## src/rtl/arb_pkg.sv

```systemverilog
package arb_pkg;

    // Controller phases: grant is high in RAISE and HOLD only
    typedef enum logic [1:0] {
        GS_IDLE  = 2'd0,
        GS_RAISE = 2'd1,
        GS_HOLD  = 2'd2,
        GS_WAIT  = 2'd3
    } gnt_state_e;

    // What one arbitration cell contributes to the shared lines
    typedef struct packed {
        logic pend;   // contribution to wired-OR REQUEST
        logic own;    // contribution to wired-OR BUSY
        logic gout;   // grant passed to the next cell
    } cell_out_t;

    function automatic logic is_granting(input gnt_state_e s);
        return (s == GS_RAISE) || (s == GS_HOLD);
    endfunction

endpackage

```

## src/rtl/arb_sync.sv

```systemverilog
module arb_sync #(
    parameter int STAGES = 2
) (
    input  logic clk,
    input  logic rst,
    input  logic d,
    output logic q
);
    generate
        if (STAGES <= 1) begin : g_single
            logic stage_q;
            always_ff @(posedge clk) begin
                if (rst) stage_q <= 1'b0;
                else     stage_q <= d;
            end
            assign q = stage_q;
        end else begin : g_multi
            logic [STAGES-1:0] shift_q;
            always_ff @(posedge clk) begin
                if (rst) shift_q <= '0;
                else     shift_q <= {shift_q[STAGES-2:0], d};
            end
            assign q = shift_q[STAGES-1];
        end
    endgenerate
endmodule

```

## src/rtl/arb_grant.sv

```systemverilog
module arb_grant
    import arb_pkg::*;
(
    input  logic clk,
    input  logic rst,
    input  logic req_line,
    input  logic busy_line,
    output logic grant
);
    gnt_state_e state_q, state_d;

    always_comb begin
        state_d = state_q;
        unique case (state_q)
            GS_IDLE:  if (req_line && !busy_line) state_d = GS_RAISE;
            GS_RAISE: state_d = GS_HOLD;
            GS_HOLD:  state_d = busy_line ? GS_WAIT : GS_IDLE;
            GS_WAIT:  if (!busy_line) state_d = GS_IDLE;
            default:  state_d = GS_IDLE;
        endcase
    end

    always_ff @(posedge clk) begin
        if (rst) state_q <= GS_IDLE;
        else     state_q <= state_d;
    end

    assign grant = is_granting(state_q);

    // grant rises only after REQUEST high with BUSY idle
    p_grant_rise_r3: assert property (@(posedge clk) disable iff (rst)
        $rose(grant) |-> ($past(req_line) && !$past(busy_line)));

    // grant is low in the cycle after BUSY is seen
    p_grant_drop_r3: assert property (@(posedge clk) disable iff (rst)
        busy_line |=> !grant);
endmodule

```

## src/rtl/arb_cell.sv

```systemverilog
module arb_cell
    import arb_pkg::*;
#(
    parameter int SYNC_STAGES = 2
) (
    input  logic      clk,
    input  logic      rst,
    input  logic      req_async,
    input  logic      gin,
    input  logic      busy_line,
    output cell_out_t co
);
    logic req_s;
    logic gin_q;
    logic own_q;
    logic take;

    arb_sync #(.STAGES(SYNC_STAGES)) i_sync (
        .clk (clk),
        .rst (rst),
        .d   (req_async),
        .q   (req_s)
    );

    // capture: rising grant edge, idle bus, local pending request
    assign take = req_s && !own_q && gin && !gin_q && !busy_line;

    always_ff @(posedge clk) begin
        if (rst) begin
            gin_q <= 1'b0;
            own_q <= 1'b0;
        end else begin
            gin_q <= gin;
            own_q <= take || (own_q && req_s);
        end
    end

    always_comb begin
        co.pend = req_s && !own_q;
        co.own  = own_q;
        co.gout = gin && !req_s && !own_q;
    end

    // ownership starts only after a grant edge seen with BUSY idle
    p_take_on_edge_r4: assert property (@(posedge clk) disable iff (rst)
        $rose(own_q) |-> ($past(gin) && !$past(gin_q) && !$past(busy_line)));

    // owner keeps the bus while its request is held
    p_keep_owner_r8: assert property (@(posedge clk) disable iff (rst)
        (own_q && req_s) |=> own_q);
endmodule

```

## src/rtl/daisy_arbiter.sv

```systemverilog
module daisy_arbiter
    import arb_pkg::*;
#(
    parameter int N_MOD       = 4,
    parameter int SYNC_STAGES = 2
) (
    input  logic             clk,
    input  logic             rst,
    input  logic [N_MOD-1:0] req_i,
    output logic [N_MOD-1:0] own_o,
    output logic             grant_o,
    output logic             busy_o,
    output logic             request_o
);
    localparam int CHAIN_LEN = N_MOD + 1;

    logic [CHAIN_LEN-1:0] chain;
    logic [N_MOD-1:0]     pend_vec;
    logic                 grant;

    cell_out_t cell_out [N_MOD];

    arb_grant i_grant (
        .clk       (clk),
        .rst       (rst),
        .req_line  (request_o),
        .busy_line (busy_o),
        .grant     (grant)
    );

    assign chain[0] = grant;

    generate
        for (genvar k = 0; k < N_MOD; k++) begin : g_cell
            arb_cell #(.SYNC_STAGES(SYNC_STAGES)) i_cell (
                .clk       (clk),
                .rst       (rst),
                .req_async (req_i[k]),
                .gin       (chain[k]),
                .busy_line (busy_o),
                .co        (cell_out[k])
            );
            assign chain[k+1]  = cell_out[k].gout;
            assign pend_vec[k] = cell_out[k].pend;
            assign own_o[k]    = cell_out[k].own;
        end
    endgenerate

    // wired-OR shared lines
    assign busy_o    = |own_o;
    assign request_o = |pend_vec;
    assign grant_o   = grant;

    // at most one owner
    p_one_owner_r7: assert property (@(posedge clk) disable iff (rst)
        $onehot0(own_o));

    // grant at the end of the chain means nobody requests or owns
    p_tail_quiet_r5: assert property (@(posedge clk) disable iff (rst)
        chain[CHAIN_LEN-1] |-> (!busy_o && !request_o));
endmodule

```

## config.mk

```make
export PLATFORM = sky130hd
export DESIGN_NAME = daisy_arbiter
export DESIGN_NICKNAME = d
export VERILOG_FILES = /design/src/rtl/arb_pkg.sv /design/src/rtl/arb_sync.sv /design/src/rtl/arb_grant.sv /design/src/rtl/arb_cell.sv /design/src/rtl/daisy_arbiter.sv
export SDC_FILE = /design/constraint.sdc
export NUM_CORES = 1
export LEC_CHECK = 0
export ABC_AREA = 1
export BUFFER_PORTS_ARGS = -buffer_cell sky130_fd_sc_hd__buf_2
export CORE_MARGIN = 2
export CORE_UTILIZATION = 45
export DETAILED_ROUTE_END_ITERATION = 16
export MAX_ROUTING_LAYER = met4
export PLACE_DENSITY_LB_ADDON = 0.15
export SYNTH_ARGS = -nofsm -noshare
export SYNTH_HDL_FRONTEND = slang
export SYNTH_HIERARCHICAL = 1
export SYNTH_SLANG_ARGS = --single-unit
export TNS_END_PERCENT = 10
```

## constraint.sdc

```tcl
create_clock -name clk -period 1.65 [get_ports clk]
set_input_delay 0.33 -clock clk [delete_from_list [all_inputs] [get_ports clk]]
set_output_delay 0.33 -clock clk [all_outputs]
set_load 0.005 [all_outputs]
```

==> impl_results.md, run 1 <==
- Worst reg2reg setup slack: 0.04 ns
- Cell count after synthesis: 116
- Register-to-Register Path Depth: 10
- Fin crit share: 97.5%
- Vias per std cell: 4.18
- Post-route setup slack: 0.0415 ns
- Residual DRC: 0
- Vias in the first global route: 608
- H-tree Lvls: 1
- Endpoints failing setup: 0
- Max clock buf depth: 2
- Final min period: 1.61 ns
- Pre-Repair DR Iteration Count: 4
- Layout area overhead: 20.0%
- Cts hold-fix bufs: 0
- Largest net degree at the start of global routing: 18
- Pwr/cell area: roughly 1600 nW/um^2
- Average wire per standard cell: approximately 9.0 um
- Footprint of the multi-input gates: 343 sq um
- Die Ht: roughly 47 um
- Worst VDD drop: between 0.7 and 0.8 mV
- CTS Buf Count: 3
- Via count: 656
- Syn nets: 126
- Worst-Margin Slew: roughly 0.31 ns
- Die X: ~47 um
- Synth warn: 6
- HPWL after detailed placement: 1.03 mm
- Status: finished clean
- FF+latch area: ~360 sq um
- Port-buffer cells: 12
- Crit path capture type: register
- DRT antenna net count: 0
- Slew margin rel.: 79.1%
- Utilization after layout: 57.8%
- CP required: roughly 1.9 ns
- Peak Freq: 622 MHz
- Initial antenna violation count: 0
- LEAKAGE: just under 0.5 nW
- Clock-pin slew on the worst setup and hold paths: 0.10 ns
- Synthesized area: 831 sq um
- Worst r2r src: i_grant/state_q[1]$_SDFFE_PP0P_
- Pre-CTS setup slack: 0.0544 ns
- Max-slew violations: 0
- First-pass GRT wire length: 2.34 mm
- Clock Skews: 0.00656 ns
- Clock latency on the worst-skew pair: 0.29 ns
- Layout cell share with drive strength beyond 1: 28.0%
- Core Region: between 1500 and 2000 sq um
- Clock Sinks: 18
- CP startpoint kind: register
- Row count: 15
- Worst hold margin: 0.232 ns
- Setup Total Neg Slack: 0 ns
- Kind of critical path: reg -> reg
- Fin. Hold Viols: 0
- Post-Layout Inst Area: 997 sq um
- Root Buffer Master: clkbuf_4
- End of the worst register-to-register path: g_cell[3].i_cell/own_q$_SDFF_PP0_
- Hold Path Class: in -> reg
- Crit-path max FO: 3
- CTS tree: built
- Final Net Count: 143
- ANT cells: 0
- RSZ-0062 raised after global routing: true
- Drt first-iter violations: 13
- I/O pin count: 13
- Die ar.: 2210 sq um
- Crit path DAT: roughly 1.8 ns
- Filler Cells Inserted: 177
- Global route overflow: 0
- CP Capture Point: g_cell[3].i_cell/own_q$_SDFF_PP0_
- CP Launch Point: i_grant/state_q[1]$_SDFFE_PP0P_
- Post-DP Area: 922 sq um
- Avg Cell Area, Syn: 7.16 sq um
- GRT Total Usage: 15.9%
- Initial Util: about half
- Max-cap violations: 0
- Routability cong.: ~0.81
- Final WL: roughly 1.4 mm
==> cells in the final DEF (no fill, tap or decap), types with 2 or more instances in the layout <==
| master | n |
|---|---|
| a21oi_2 | 4 |
| buf_2 | 12 |
| buf_4 | 4 |
| clkbuf_4 | 3 |
| dfxtp_1 | 16 |
| dfxtp_2 | 2 |
| ha_1 | 3 |
| inv_1 | 30 |
| inv_2 | 4 |
| nand2_1 | 11 |
| nand3_1 | 7 |
| nor2_1 | 24 |
| nor3_2 | 2 |
| or2_1 | 4 |
==> routing by layer <==
layer / GRT usage [%] / wire length [um]
met4: 10.0 / 13
met3: 2.31 / 39
met5: - / 0
met2: 25.8 / 676
met1: 18.3 / 691
==> area by class of cell <==
class | count | share of cell area [%]
clock buffer | 4 | 3.64
inverter | 35 | 13.4
multi-input combinational | 59 | 34.4
sequential | 18 | 36.4
tap | 25 | 3.14
timing repair buffer | 16 | 9.03
==> critical path, stage by stage, from the launching register on <==
cell and delay [ns]:
dfxtp_2 0.35, inv_2 0.05, ha_4 0.28, inv_4 0.04
nor3_4 0.14, inv_2 0.06, nor3_2 0.19, inv_1 0.08
nor3_2 0.13, nand3_1 0.11, a21oi_2 0.11
==> stage by stage <==
stage | std cells | power [mW]
floorplan | 116 | 0.996
global placement | 151 | 1.14
detailed placement | 151 | 1.16
CTS | 155 | 1.43
global route | 157 | 1.72
finish | 157 | 1.58
==> report_power, final <==
group | switching, mW | internal, mW | total [mW]
clock | 0.132 | 0.134 | 0.266
combinational | 0.402 | 0.348 | 0.750
sequential | 0.0390 | 0.520 | 0.559
total | 0.573 | 1.00 | 1.58
==> worst min-delay path by stage <==
stage,startpoint,end,cells after the start
5_1_grt,req_i[1],g_cell[1].i_cell/i_sync/g_multi.shift_q[0]$_SDFF_PP0_,3
6_report,req_i[0],g_cell[0].i_cell/i_sync/g_multi.shift_q[0]$_SDFF_PP0_,3
3_5_place_dp,g_cell[3].i_cell/i_sync/g_multi.shift_q[0]$_SDFF_PP0_,g_cell[3].i_cell/i_sync/g_multi.shift_q[1]$_SDFF_PP0_,2
3_3_place_gp,g_cell[3].i_cell/i_sync/g_multi.shift_q[0]$_SDFF_PP0_,g_cell[3].i_cell/i_sync/g_multi.shift_q[1]$_SDFF_PP0_,2
4_1_cts,req_i[0],g_cell[0].i_cell/i_sync/g_multi.shift_q[0]$_SDFF_PP0_,3
2_1_floorplan,g_cell[0].i_cell/i_sync/g_multi.shift_q[0]$_SDFF_PP0_,g_cell[0].i_cell/i_sync/g_multi.shift_q[1]$_SDFF_PP0_,2
==> what timing repair did <==
item / CTS / global route
setup endpoints to repair: 0 / 2
buffers inserted: 0 / 2
gates resized for setup: 0 / 9
==> flip-flops by register name, summed over array words and instances, names as in the netlist <==
name and flops:
g_cell.i_cell/i_sync/g_multi.shift_q 8, g_cell.i_cell/gin_q 4, g_cell.i_cell/own_q 4, i_grant/state_q 2
No activity file was read; power rests on OpenSTA's default activity.
==> inputs of run 2 (changes only) <==
- GPL_ROUTABILITY_DRIVEN: default -> 0
- clock period: 1.65 -> 1.35 ns (I/O delays scaled with it)
==> run 2 against run 1 <==
  * The flow now finishes with violations (setup timing)
  * Hold slack got worse by 0.050 ns
  * Count of clock-buffer cells in the layout down 1
  * Power rose by 29%
  * Utilization rose by 2.7 points
  * Fmax increased by 6.6%
  * Design area is 4.6% higher
  * Sequential power rose by 22%
  * Non-clock buffer count up 4
  * Global-route usage is 0.27 points higher
  * Critical path type unchanged
  * Largest power group unchanged
==> impl_results.md, run 2 (synthesized netlist as in run 1, its figures left out) <==
- Status: finished with violations
- Failing checks: setup timing
- Endpoints failing setup: 6 (+6)
- Worst reg2reg setup slack: -0.16 ns (-0.20 ns)
- Die Ht: 47.0 um (unchanged)
- Pwr/cell area: 1940 nW/um^2 (+23%)
- Root Buffer Master: clkbuf_4
- Fin. Hold Viols: 0 (unchanged)
- Grt peak-use layer: met2
- Port-buffer cells: 12 (unchanged)
- Kind of critical path: reg -> reg
- Filler Cells Inserted: 168 (-5.1%)
- M2 GR Usage: 25.8% (unchanged)
- Met3 Use GR: 5.77% (+3.5 points)
- Crit path capture type: register
- GRT Total Usage: 16.2% (+0.27 points)
- HPWL after detailed placement: 1.00 mm (-3.0%)
- Die ar.: 2210 sq um (unchanged)
- Worst-Margin Slew: 0.301 ns (-0.0115 ns)
- Clock Sinks: 18 (unchanged)
- Slew margin rel.: 80.0% (+0.82 points)
- ANT cells: 0 (unchanged)
- Final WL: 1.40 mm (-1.5%)
- Post-route setup slack: -0.158 ns (-0.200 ns)
- Vias in the first global route: 584 (-3.9%)
- I/O pin count: 13 (unchanged)
- Layout area overhead: 25.6%
- H-tree Lvls: 1 (unchanged)
- Initial antenna violation count: 0 (unchanged)
- Final min period: 1.51 ns (-0.100 ns)
- LEAKAGE: 0.509 nW (+3.1%)
- CTS Buf Count: 3 (unchanged)
- First-pass GRT wire length: 2.32 mm (-0.90%)
- Max clock buf depth: 2 (unchanged)
- Cts hold-fix bufs: 0 (unchanged)
- CP startpoint kind: register
- Worst VDD drop: 1.02 mV (+29%)
- Final Net Count: 147 (+2.8%)
- Clock Skews: 0.00129 ns (-0.00526 ns)
- Most common cell after layout, fill and taps aside: inv_1
- Critical-path top delay cell: dfxtp_2
- Crit path DAT: 1.74 ns (-0.10 ns)
- Worst Path Buf+Inv: 4 (unchanged)
- RSZ-0062 raised after global routing: true
- WP depth: 10 (unchanged)
- CP Capture Point: g_cell[3].i_cell/own_q$_SDFF_PP0_
- Worst r2r src: i_grant/state_q[0]$_SDFFE_PP0P_
- Fin crit share: 112% (+14 points)
- Drt first-iter violations: 13 (unchanged)
- Pre-CTS setup slack: -0.234 ns (-0.288 ns)
- Finished Layout Cells: 160 (+1.9%)
- CP required: 1.58 ns (-0.30 ns)
- Layout cell share with drive strength beyond 1: 34.8% (+6.8 points)
- Average wire per standard cell: 8.74 um (-3.4%)
- Core Region: 1730 sq um (unchanged)
- Cell mode on critical path: inv_2
- Largest net degree at the start of global routing: 18 (unchanged)
- CP Launch Point: i_grant/state_q[0]$_SDFFE_PP0P_
- Most flop-heavy register: g_cell.i_cell/i_sync/g_multi.shift_q
- Die X: 47.0 um (unchanged)
- Row count: 15 (unchanged)
- Hold Path Class: in -> reg
- End of the worst register-to-register path: g_cell[3].i_cell/own_q$_SDFF_PP0_
- DRT antenna net count: 0 (unchanged)
- Top delay family on crit path: simple AND/OR/NAND/NOR gates
- Max-cap violations: 0 (unchanged)
- Max reg flops: 8 (unchanged)
- M1 GR Usage: 17.7% (-0.62 points)
- Global route overflow: 0 (unchanged)
- Pre-Repair DR Iteration Count: 4 (unchanged)
- Via count: 688 (+4.9%)
- Initial Util: 48.1% (unchanged)
- Cells after DPL: 157 (+4.0%)
- Vias per std cell: 4.30 (+2.9%)
- Register-to-Register Path Depth: 10 (unchanged)
- Crit path cell chain: inv_2 -> ha_4 -> inv_2 -> nor3_4 -> inv_2 -> nor3_4 -> inv_2 -> nor3_2 -> nand3_1 -> a21oi_2
- Crit-path max FO: 2 (-1)
- Post-CTS setup buffers: 0 (unchanged)
- Peak Freq: 663 MHz (+6.6%)
- Largest regs: g_cell.i_cell/i_sync/g_multi.shift_q (8), g_cell.i_cell/gin_q (4), g_cell.i_cell/own_q (4)
- CTS tree: built
- Max stage delay on crit path: 0.35 ns (about the same)
- Most frequent cells in the layout: 29 x inv_1, 23 x nor2_1, 12 x dfxtp_1
- Max-slew violations: 0 (unchanged)
- Clock latency on the worst-skew pair: 0.28 ns (about the same)
- Residual DRC: 0 (unchanged)
- Clock-pin slew on the worst setup and hold paths: 0.09 ns (about the same)
## run 2: cell types whose count changed in the layout (fill, tap and decap cells not counted), sizes merged
cell and delta:
clkbuf -1, buf +4
## run 2: worst min-delay path by stage
stage	start	end	cells past startpoint
6_report	req_i[2]	g_cell[2].i_cell/i_sync/g_multi.shift_q[0]$_SDFF_PP0_	3
5_1_grt	req_i[0]	g_cell[0].i_cell/i_sync/g_multi.shift_q[0]$_SDFF_PP0_	3
4_1_cts	req_i[2]	g_cell[2].i_cell/i_sync/g_multi.shift_q[0]$_SDFF_PP0_	3
3_5_place_dp	g_cell[0].i_cell/i_sync/g_multi.shift_q[0]$_SDFF_PP0_	g_cell[0].i_cell/i_sync/g_multi.shift_q[1]$_SDFF_PP0_	2
3_3_place_gp	g_cell[3].i_cell/i_sync/g_multi.shift_q[0]$_SDFF_PP0_	g_cell[3].i_cell/i_sync/g_multi.shift_q[1]$_SDFF_PP0_	2
2_1_floorplan	rst	g_cell[0].i_cell/i_sync/g_multi.shift_q[0]$_SDFF_PP0_	1
## run 2: worst register-to-register path: stages, from the launching register on
cell and delay, ns:
dfxtp_2 0.35, inv_2 0.05, ha_4 0.26, inv_2 0.04, nor3_4 0.14, inv_2 0.08
nor3_4 0.14, inv_2 0.06, nor3_2 0.13, nand3_1 0.11, a21oi_2 0.11
## run 2: where the power goes
group | switching (mW) | total, mW | internal [mW]
sequential | 0.0481 | 0.684 | 0.636
clock | 0.153 | 0.257 | 0.104
combinational | 0.533 | 1.09 | 0.555
total | 0.734 | 2.03 | 1.29
## run 2: metrics by stage
step | hold WS (ns) | area [sq um] | power [mW] | TNS (ns) | utilization [%]
after floorplan | 0.341 | 860 | 1.27 | -0.208 | -
after global placement | 0.391 | 981 | 1.63 | -0.225 | 56.8
after detailed placement | 0.395 | 981 | 1.65 | -0.515 | 56.8
after CTS | 0.176 | 1030 | 2.01 | -0.480 | 59.7
after global routing | 0.171 | 1040 | 2.22 | -1.20 | 60.4
final | 0.182 | 1040 | 2.03 | -0.365 | 60.4
## run 2: layout make-up
class,count,area [sq um],area share [%]
tap,25,31.3,3.00
clock buffer,3,22.5,2.16
inverter,35,131,12.6
timing repair buffer,20,126,12.1
sequential,18,373,35.7
multi-input combinational,59,359,34.4
## run 2: timing repair
item | in CTS | in global routing
endpoints found under the setup margin | 7 | 7
resized for setup | 12 | 4
pin swaps | 1 | 0
hold endpoints to repair | 0 | 0
## run 2: routing by layer
metal	share of wire, %	routed length [um]
met2	48	677
met5	0	0
met3	4.0	56
met4	1.4	19
met1	46	645
==> inputs of run 3 (changes only) <==
- clock period: 1.35 -> 1.55 ns (I/O delays scaled with it)
==> run 3 against run 2 <==
  * Global-route usage decreased by 1.0 points
  * Combinational power decreased by 35%
  * The flow now finishes without violations
  * Critical path type unchanged
  * Largest power group unchanged
  * Die area unchanged
==> impl_results.md, run 3 (synthesized netlist as in run 1, its figures left out) <==
- Peak Freq: 657 MHz (-0.94%)
- Setup Total Neg Slack: 0 ns (+0.365 ns)
- Min-Delay Startpoint: req_i[0]
- Clock-pin slew on the worst setup and hold paths: 0.10 ns (about the same)
- Post-Layout Inst Area: 976 sq um (-6.5%)
- Fin. Hold Viols: 0 (unchanged)
- Die X: 47.0 um (unchanged)
- Vias in the first global route: 593 (+1.5%)
- Crit path capture type: register
- First-pass GRT wire length: 2.28 mm (-1.8%)
- Clock Sinks: 18 (unchanged)
- Cts hold-fix bufs: 0 (unchanged)
- Worst hold margin: 0.224 ns (+0.0421 ns)
- Pre-CTS setup slack: -0.0388 ns (+0.195 ns)
- H-tree Lvls: 1 (unchanged)
- HPWL after detailed placement: 997 um (-0.48%)
- End of the worst register-to-register path: g_cell[3].i_cell/own_q$_SDFF_PP0_
- Worst reg2reg setup slack: 0.03 ns (+0.19 ns)
- Pwr/cell area: 1560 nW/um^2 (-20%)
- Largest regs: g_cell.i_cell/i_sync/g_multi.shift_q (8), g_cell.i_cell/gin_q (4), g_cell.i_cell/own_q (4)
- Crit path DAT: 1.74 ns (about the same)
- Final min period: 1.52 ns (+0.0142 ns)
- Logic pwr share: 46.6% (-7.0 points)
- Final Power: 1.52 mW (-25%)
- CP startpoint kind: register
- Max-cap violations: 0 (unchanged)
- Layout area overhead: 17.5%
- Die Ht: 47.0 um (unchanged)
- Final Net Count: 142 (-3.4%)
- Most flop-heavy register: g_cell.i_cell/i_sync/g_multi.shift_q
- Worst VDD drop: 0.825 mV (-19%)
- Finished Layout Cells: 155 (-3.1%)
- DRT antenna net count: 0 (unchanged)
- LEAKAGE: 0.483 nW (-5.1%)
- Critical-path top delay cell: dfxtp_2
- Post-CTS setup buffers: 0 (unchanged)
- Layout cell share with drive strength beyond 1: 27.7% (-7.1 points)
- CTS Buf Count: 3 (unchanged)
- Post-DP Area: 943 sq um (-3.8%)
- Core Region: 1730 sq um (unchanged)
- Crit-path max FO: 3 (+1)
- Average wire per standard cell: 8.30 um (-5.0%)
- Crit path cell chain: inv_2 -> ha_4 -> inv_2 -> nor3_4 -> inv_2 -> nor3_2 -> inv_1 -> nor3_2 -> nand3_1 -> a21oi_2
- Max-slew violations: 0 (unchanged)
- Via count: 663 (-3.6%)
- GRT Total Usage: 15.2% (-1.0 points)
- Largest net degree at the start of global routing: 18 (unchanged)
- Final WL: 1.29 mm (-7.9%)
- Residual DRC: 0 (unchanged)
- Utilization after layout: 56.5% (-3.9 points)
- Most frequent cells in the layout: 30 x inv_1, 24 x nor2_1, 16 x dfxtp_1
- Kind of critical path: reg -> reg
- Pre-Repair DR Iteration Count: 3 (-1)
- Cells after DPL: 152 (-3.2%)
- Initial Util: 48.1% (unchanged)
- Clock latency on the worst-skew pair: 0.28 ns (about the same)
- Row count: 15 (unchanged)
- Cell mode on critical path: inv_2
- Most common cell after layout, fill and taps aside: inv_1
- I/O pin count: 13 (unchanged)
- CTS tree: built
- Psw: 561 uW (-24%)
- Status: finished clean
- Worst r2r src: i_grant/state_q[1]$_SDFFE_PP0P_
- Internal power: 962 uW (-26%)
- Die ar.: 2210 sq um (unchanged)
- Hold Crit Depth: 3 (unchanged)
- Endpoints failing setup: 0 (-6)
- Clock Skews: 0.00791 ns (+0.00661 ns)
- Post-route setup slack: 0.0273 ns (+0.186 ns)
- Port-buffer cells: 12 (unchanged)
- Max reg flops: 8 (unchanged)
- Register-to-Register Path Depth: 10 (unchanged)
- Hold endpoint: g_cell[0].i_cell/i_sync/g_multi.shift_q[0]$_SDFF_PP0_
- Fin crit share: 98.2% (-13 points)
- Max stage delay on crit path: 0.35 ns (about the same)
- Vias per std cell: 4.28 (-0.53%)
- Sequential Power Share: 39.1% (+5.4 points)
- Initial antenna violation count: 0 (unchanged)
- ANT cells: 0 (unchanged)
- Hold Path Class: in -> reg
- CP required: 1.77 ns (+0.19 ns)
- Slew margin rel.: 81.9% (+1.9 points)
- Global route overflow: 0 (unchanged)
- RSZ-0062 raised after global routing: true
- Worst-Margin Slew: 0.272 ns (-0.0290 ns)
- Clock Power Share: 14.3% (+1.6 points)
- Max clock buf depth: 2 (unchanged)
- Drt first-iter violations: 3 (-10)
- Sw frac: 36.8% (+0.62 points)
- Root Buffer Master: clkbuf_4
==> run 3: timing repair <==
action	4_1_cts	5_1_grt
setup endpoints to repair	1	3
gates cloned	0	0
resized for setup	4	3
==> run 3: power by group through the flow <==
| stage | logic (mW) | registers, mW | clock network [mW] |
|---|---|---|---|
| after floorplan | 0.500 | 0.599 | 0 |
| after global placement | 0.669 | 0.593 | 0 |
| after detailed placement | 0.684 | 0.599 | 0 |
| after CTS | 0.701 | 0.595 | 0.228 |
| after global routing | 0.831 | 0.606 | 0.243 |
| final | 0.710 | 0.595 | 0.218 |
==> run 3: worst max path at each step <==
stage	from	end	slack [ns]	cells past startpoint
floorplan	i_grant/state_q[1]$_SDFFE_PP0P_	g_cell[3].i_cell/own_q$_SDFF_PP0_	0.02	10
global placement	i_grant/state_q[0]$_SDFFE_PP0P_	g_cell[3].i_cell/own_q$_SDFF_PP0_	0.03	10
detailed placement	i_grant/state_q[0]$_SDFFE_PP0P_	g_cell[3].i_cell/own_q$_SDFF_PP0_	-0.04	10
CTS	i_grant/state_q[1]$_SDFFE_PP0P_	g_cell[3].i_cell/own_q$_SDFF_PP0_	-0.03	10
global route	i_grant/state_q[0]$_SDFFE_PP0P_	g_cell[3].i_cell/own_q$_SDFF_PP0_	-0.17	10
finish	i_grant/state_q[1]$_SDFFE_PP0P_	g_cell[3].i_cell/own_q$_SDFF_PP0_	0.03	10
==> run 3: worst max-delay path: cells and delay by family, from the launching register on <==
kind / cells / cell delay (ns)
AO/OA/AOI/OAI: 1 / 0.11
buffers and inverters: 4 / 0.23
flip-flops: 1 / 0.35
adder cells (fa/ha/maj): 1 / 0.27
AND/OR/NAND/NOR: 4 / 0.50
==> run 3: final cells by class <==
type / count / area [sq um]
flip-flops and latches: 18 / 363
repair buffers: 15 / 82.6
well taps: 25 / 31.3
multi-input cells: 59 / 345
clock buffers: 3 / 22.5
fillers: 171 / 751
inverters: 35 / 131
==> run 3: metal layers <==
layer | wire length (um) | up-vias | track usage [%]
met4 | 11 | 0 | 6.67
li1 | - | 359 | -
met5 | 0 | - | -
met2 | 627 | 8 | 25.2
met3 | 37 | 2 | 2.31
met1 | 609 | 294 | 18.0
